===== src/rtl/wdog_pkg.sv =====
package wdog_pkg;
  localparam int CNT_W = 6;
  localparam int DATA_W = 32;
  localparam logic [7:0] OFF_CTRL = 8'h10;
  localparam logic [7:0] OFF_CFG  = 8'h14;
  localparam logic [7:0] OFF_MODE = 8'h18;
  localparam logic [DATA_W-1:0] RESTART_WORD = 32'h0000_14AF;

  typedef struct packed {
    logic       reload;
    logic       clearExp;
    logic [3:0] loadCode;
  } wdStrobe_t;

  // Interval in half-second ticks for a timeout code
  function automatic logic [CNT_W-1:0] ticksFor(input logic [3:0] code);
    logic [CNT_W-1:0] t;
    if (code == 4'd0)       t = CNT_W'(1);
    else if (code <= 4'd6)  t = CNT_W'({code, 1'b0});
    else if (code <= 4'hB)  t = CNT_W'(16 + 4 * (int'(code) - 7));
    else                    t = CNT_W'(32);
    return t;
  endfunction
endpackage


===== src/rtl/wdog_ctrl.sv =====
module wdog_ctrl
  import wdog_pkg::*;
#(
  parameter int ADDR_W = 8
) (
  input  logic              clk,
  input  logic              rstN,
  input  logic              busSel,
  input  logic              busWr,
  input  logic [ADDR_W-1:0] busAddr,
  input  logic [DATA_W-1:0] busWdata,
  input  logic              expired,
  output logic [DATA_W-1:0] busRdata,
  output wdStrobe_t         stb,
  output logic              modeEn,
  output logic [3:0]        modeCode,
  output logic [1:0]        cfgAct
);
  logic selCtrl, selCfg, selMode;
  logic wrCtrl, wrCfg, wrMode, keyOk;
  logic [3:0] newCode;
  logic newEn;

  assign selCtrl = busAddr == ADDR_W'(OFF_CTRL);
  assign selCfg  = busAddr == ADDR_W'(OFF_CFG);
  assign selMode = busAddr == ADDR_W'(OFF_MODE);
  assign wrCtrl  = busSel && busWr && selCtrl;
  assign wrCfg   = busSel && busWr && selCfg;
  assign wrMode  = busSel && busWr && selMode;
  assign keyOk   = busWdata == RESTART_WORD;
  assign newCode = busWdata[7:4];
  assign newEn   = busWdata[0];

  always_comb begin
    stb.clearExp = wrCtrl && keyOk;
    stb.reload   = (wrCtrl && keyOk) ||
                   (wrMode && ((newCode != modeCode) || (newEn && !modeEn)));
    stb.loadCode = wrMode ? newCode : modeCode;
  end

  always_ff @(posedge clk) begin
    if (!rstN) begin
      modeEn   <= 1'b0;
      modeCode <= 4'd0;
      cfgAct   <= 2'd0;
    end else begin
      if (wrMode) begin
        modeEn   <= newEn;
        modeCode <= newCode;
      end
      if (wrCfg) cfgAct <= busWdata[1:0];
    end
  end

  always_comb begin
    busRdata = '0;
    if (selCtrl)      busRdata[DATA_W-1] = expired;
    else if (selCfg)  busRdata[1:0] = cfgAct;
    else if (selMode) busRdata[7:0] = {modeCode, 3'b000, modeEn};
  end
endmodule


===== src/rtl/wdog_count.sv =====
module wdog_count
  import wdog_pkg::*;
#(
  parameter int PULSE_CYC = 4
) (
  input  logic       clk,
  input  logic       rstN,
  input  logic       tickEn,
  input  wdStrobe_t  stb,
  input  logic       modeEn,
  input  logic [3:0] modeCode,
  input  logic [1:0] cfgAct,
  output logic       expired,
  output logic       sysRstOut
);
  localparam int PW = $clog2(PULSE_CYC + 1);

  logic [CNT_W-1:0] count;
  logic [PW-1:0]    pulseCnt;
  logic             expireEv, fireRst;

  assign expireEv = !stb.reload && modeEn && tickEn && (count <= CNT_W'(1));
  assign fireRst  = expireEv && (cfgAct == 2'd1);

  always_ff @(posedge clk) begin
    if (!rstN) begin
      count    <= ticksFor(4'd0);
      expired  <= 1'b0;
      pulseCnt <= '0;
    end else begin
      if (stb.reload)            count <= ticksFor(stb.loadCode);
      else if (expireEv)         count <= ticksFor(modeCode);
      else if (modeEn && tickEn) count <= count - CNT_W'(1);

      if (stb.clearExp)  expired <= 1'b0;
      else if (fireRst)  expired <= 1'b1;

      if (fireRst)               pulseCnt <= PW'(PULSE_CYC);
      else if (pulseCnt != '0)   pulseCnt <= pulseCnt - PW'(1);
    end
  end

  assign sysRstOut = pulseCnt != '0;
endmodule


===== src/rtl/wdog_keyed.sv =====
module wdog_keyed
  import wdog_pkg::*;
#(
  parameter int ADDR_W    = 8,
  parameter int PULSE_CYC = 4
) (
  input  logic              clk,
  input  logic              rstN,
  input  logic              tickEn,
  input  logic              busSel,
  input  logic              busWr,
  input  logic [ADDR_W-1:0] busAddr,
  input  logic [31:0]       busWdata,
  output logic [31:0]       busRdata,
  output logic              sysRstOut
);
  wdStrobe_t  stb;
  logic       modeEn, expiredQ;
  logic [3:0] modeCode;
  logic [1:0] cfgAct;

  wdog_ctrl #(.ADDR_W(ADDR_W)) u_ctrl (
    .clk(clk), .rstN(rstN), .busSel(busSel), .busWr(busWr),
    .busAddr(busAddr), .busWdata(busWdata), .expired(expiredQ),
    .busRdata(busRdata), .stb(stb), .modeEn(modeEn),
    .modeCode(modeCode), .cfgAct(cfgAct)
  );

  wdog_count #(.PULSE_CYC(PULSE_CYC)) u_count (
    .clk(clk), .rstN(rstN), .tickEn(tickEn), .stb(stb),
    .modeEn(modeEn), .modeCode(modeCode), .cfgAct(cfgAct),
    .expired(expiredQ), .sysRstOut(sysRstOut)
  );
endmodule


===== config.mk =====
export PLATFORM = sky130hd
export DESIGN_NAME = wdog_keyed
export DESIGN_NICKNAME = d
export VERILOG_FILES = /design/src/rtl/wdog_pkg.sv /design/src/rtl/wdog_ctrl.sv /design/src/rtl/wdog_count.sv /design/src/rtl/wdog_keyed.sv
export SDC_FILE = /design/constraint.sdc
export NUM_CORES = 1
export LEC_CHECK = 0
export ABC_AREA = 1
export CORE_MARGIN = 3
export CORE_UTILIZATION = 35
export CTS_CLUSTER_DIAMETER = 100
export DETAILED_ROUTE_END_ITERATION = 12
export PLACE_DENSITY_LB_ADDON = 0.2
export SLEW_MARGIN = 20
export SYNTH_ARGS = -nofsm -noshare
export SYNTH_HDL_FRONTEND = slang
export SYNTH_SLANG_ARGS = --single-unit

===== constraint.sdc =====
create_clock -name clk -period 1.84 [get_ports clk]
set_clock_uncertainty 0.15 [all_clocks]
set_input_delay 0.368 -clock clk [delete_from_list [all_inputs] [get_ports clk]]
set_output_delay 0.368 -clock clk [all_outputs]
set_load 0.01 [all_outputs]

==> results.py <==
metrics = {
    "logic_synthesis": {
        "synth_cell_types": 32,
        "syn_area_per_cell_um2": 5.839,
        "netlist.area_leader.share_pct": 16.67,
        "synth.area.top_cells": "nand2_1 17%, dfxtp_1 17%, inv_1 9.7%, buf_4 9.2%, nor2_1 8.4%",
        "synth_ff_type": "dfxtp_1",
        "async_flop_share_pct": 0,
        "ys_warn_count": 0,
        "yosys.area.top_type": "nand2_1",
        "synthCells": 351,
        "synth_area_um2": 2049,
        "synth_edf_count": 0,
        "ys_ff_latch": 17,
        "ys_seq_area_share_pct": 16.61,
    },
    "worst_setup_path": {
        "cp.arrival_ns": 1.30,
        "reg2reg_from": "u_ctrl.modeCode[0]",
        "worstPathBufferInverterCount": 5,
        "reg2regPathDepth": 9,
        "critPathLaunch": "busAddr[0]",
        "slowest_stage": "nor3_4",
        "cp_data_required_time_ns": 1.32,
        "path_cells": "buf_8, inv_4, nand2_4, buf_6, nor2_8, nand2_4, buf_6, nor3_4, buf_2",
        "cp-end-kind": "output pin",
        "crit_type": "primary input to output pin",
        "crit_fanout": 4,
        "crit_cells": 9,
        "critPathMaxStageDelay_ns": 0.15,
        "path_delay_family": "buffers and inverters",
        "start_kind": "primary input",
    },
    "floorplan": {
        "core_um2": 5574,
        "dieHeight_um": 82.52,
        "die_x_um": 82.52,
        "rows": 27,
        "start_util_pct": 36.77,
        "die-area_um2": 6810,
        "io_pins": 78,
    },
    "worst_hold_path": {
        "hold_depth": 3,
        "hold_class": "primary input to flip-flop",
        "min_from": "busWdata[1]",
    },
    "detailed_routing": {
        "vias_per_cell": 4.528,
        "ant_nets": 0,
        "dr.pass1.iters": 4,
        "drc": 0,
        "drt_iter0_markers": 133,
        "wire_per_inst_um": 11.70,
        "wirelength_um": 6140,
        "route.vias.total": 2377,
    },
    "finish": {
        "layout_common_cells": "73 x nand2_1, 45 x inv_1, 40 x buf_4",
        "fillers": 558,
        "layout_commonest_cell": "nand2_1",
        "fin_cells": 525,
        "drive_above_1_share_pct": 34.22,
        "areaGrowthSynthToFinish_pct": 55.92,
        "fin_nets": 507,
        "antenna_cells": 0,
    },
    "pwr": {
        "p_leak_nw": 1.773,
        "power_density_nw_per_um2": 372.7,
        "peakVddDrop_mv": 0.3806,
    },
    "timing": {
        "setup_viol": 0,
        "setup_ws_ns": 0.02674,
        "period_needed_ns": 1.813,
        "fmax_mhz": 551.5,
        "timing.final.crit_share_pct": 98.55,
        "final_max_slew_viol_count": 0,
        "rsz0062_at_grt": "true",
        "hold_viol_final": 0,
    },
    "grt": {
        "grt_pass1_wl_um": 9439,
        "overflow": 0,
        "grt_max_degree": 11,
        "grt_pass1_vias": 2082,
        "track_usage_pct": 17.95,
        "antenna_found_initial": 0,
    },
    "clock_tree": {
        "cts_buffers": 3,
        "cts_tree": "yes",
        "clock-sinks": 17,
        "clkTransAtPathRegs_ns": 0.07,
        "cts_root_buf": "clkbuf_8",
        "cts_htree_levels": 1,
        "clk_path_buf_depth": 2,
        "clk_latency_ns": 0.26,
    },
    "status": {
        "run_status": "complete, no violations",
    },
    "placed_design": {
        "port_buffers": 52,
        "dp_slack_ns": -0.8364,
        "hpwl_um": 4772,
        "gp_congestion": 0.8577,
        "dp.cells": 516,
    },
    "job": {
        "cap_violations": 0,
    },
}
==> logic make-up (layout without fill, tap and decap cells) <==
| kind of cell | count (synthesis) | count (layout) | synth area share, % |
|---|---|---|---|
| adders and majority gates | 8 | 8 | 4.884 |
| and+or+nand+nor | 202 | 202 | 47.37 |
| DFF | 17 | 17 | 16.61 |
| xor gates and xnor gates | 4 | 4 | 1.710 |
| other | 1 | 25 | 0.1830 |
| buffers and inverters | 91 | 169 | 21.73 |
| AOI/OAI and AO/OA | 28 | 28 | 7.509 |
==> path summary, 6_finish.rpt <==
kind,endpoint,slack (ns)
setup reg to reg,u_count.count[3],0.11
setup / recovery,busRdata[4],0.03
hold / removal,u_ctrl.cfgAct[1],0.30
hold reg to reg,u_count.expired,0.32
==> flip-flops by register name (all words and copies together), names as in the netlist <==
signal            cells
u_count.pulseCnt      3
u_ctrl.modeCode       4
u_ctrl.cfgAct         2
u_count.expired       1
u_ctrl.modeEn         1
u_count.count         6
==> synthesized netlist by cell type, types with 2 or more instances <==
cell type / n
nor3_1: 3
a21oi_1: 12
nor2_2: 8
o21ai_0: 9
xor2_1: 3
nand2_1: 91
inv_1: 53
buf_4: 25
nor2_1: 46
nand3_4: 2
dfxtp_1: 17
inv_2: 8
o21ai_1: 3
nand3_2: 3
clkinv_1: 2
nand4_1: 14
nand2_4: 3
nand3_1: 19
nor2_4: 3
ha_1: 8
nand2_2: 8
==> through the flow <==
step | utilization, % | instance area, µm² | hold WS [ns] | TNS (ns) | total power (W)
after floorplan | - | 2140 | 0.2936 | 0 | 0.0006847
after global routing | 57.33 | 3196 | 0.3480 | -0.08738 | 0.001282
after detailed placement | 51.60 | 2877 | 0.3105 | -12.14 | 0.0008957
after CTS | 53.80 | 2999 | 0.3214 | 0 | 0.001182
final | 57.33 | 3196 | 0.3041 | 0 | 0.001191
after global placement | 51.60 | 2877 | 0.3022 | -11.75 | 0.0008857
==> layer usage <==
| metal | track usage (%) | share of wire (%) | vias up |
|---|---|---|---|
| li1 | - | - | 1235 |
| met1 | 24.06 | 44 | 1075 |
| met2 | 30.21 | 50 | 58 |
| met3 | 2.820 | 4.2 | 9 |
| met4 | 3.922 | 1.3 | 0 |
| met5 | 0 | 0 | - |
==> layout make-up <==
class / instances / area, µm² / area share [%]
clock buffers: 4 / 45.04 / 1.410
well taps: 72 / 90.09 / 2.819
flip-flops and latches: 17 / 344.1 / 10.77
repair buffers: 101 / 924.6 / 28.94
inverters: 64 / 251.5 / 7.870
multi-input cells: 267 / 1540 / 48.20
==> worst min-delay path, delay by kind of cell <==
family | cells | cell delay, ns
AOI/OAI and AO/OA | 2 | 0.20
buffers and inverters | 1 | 0.11
==> power breakdown <==
part | internal [W] | switching (W)
Combinational | 0.000247 | 0.000238
Sequential | 0.000401 | 0.0000139
Clock | 0.000154 | 0.000138
==> timing repair <==
action                     4_1_cts  5_1_grt
setup buffers                    3        3
hold buffers                     0        0
pin swaps                       31       40
setup endpoints to repair       18       14
gates resized for setup        102       68
Power figures use the tool's default switching activity.
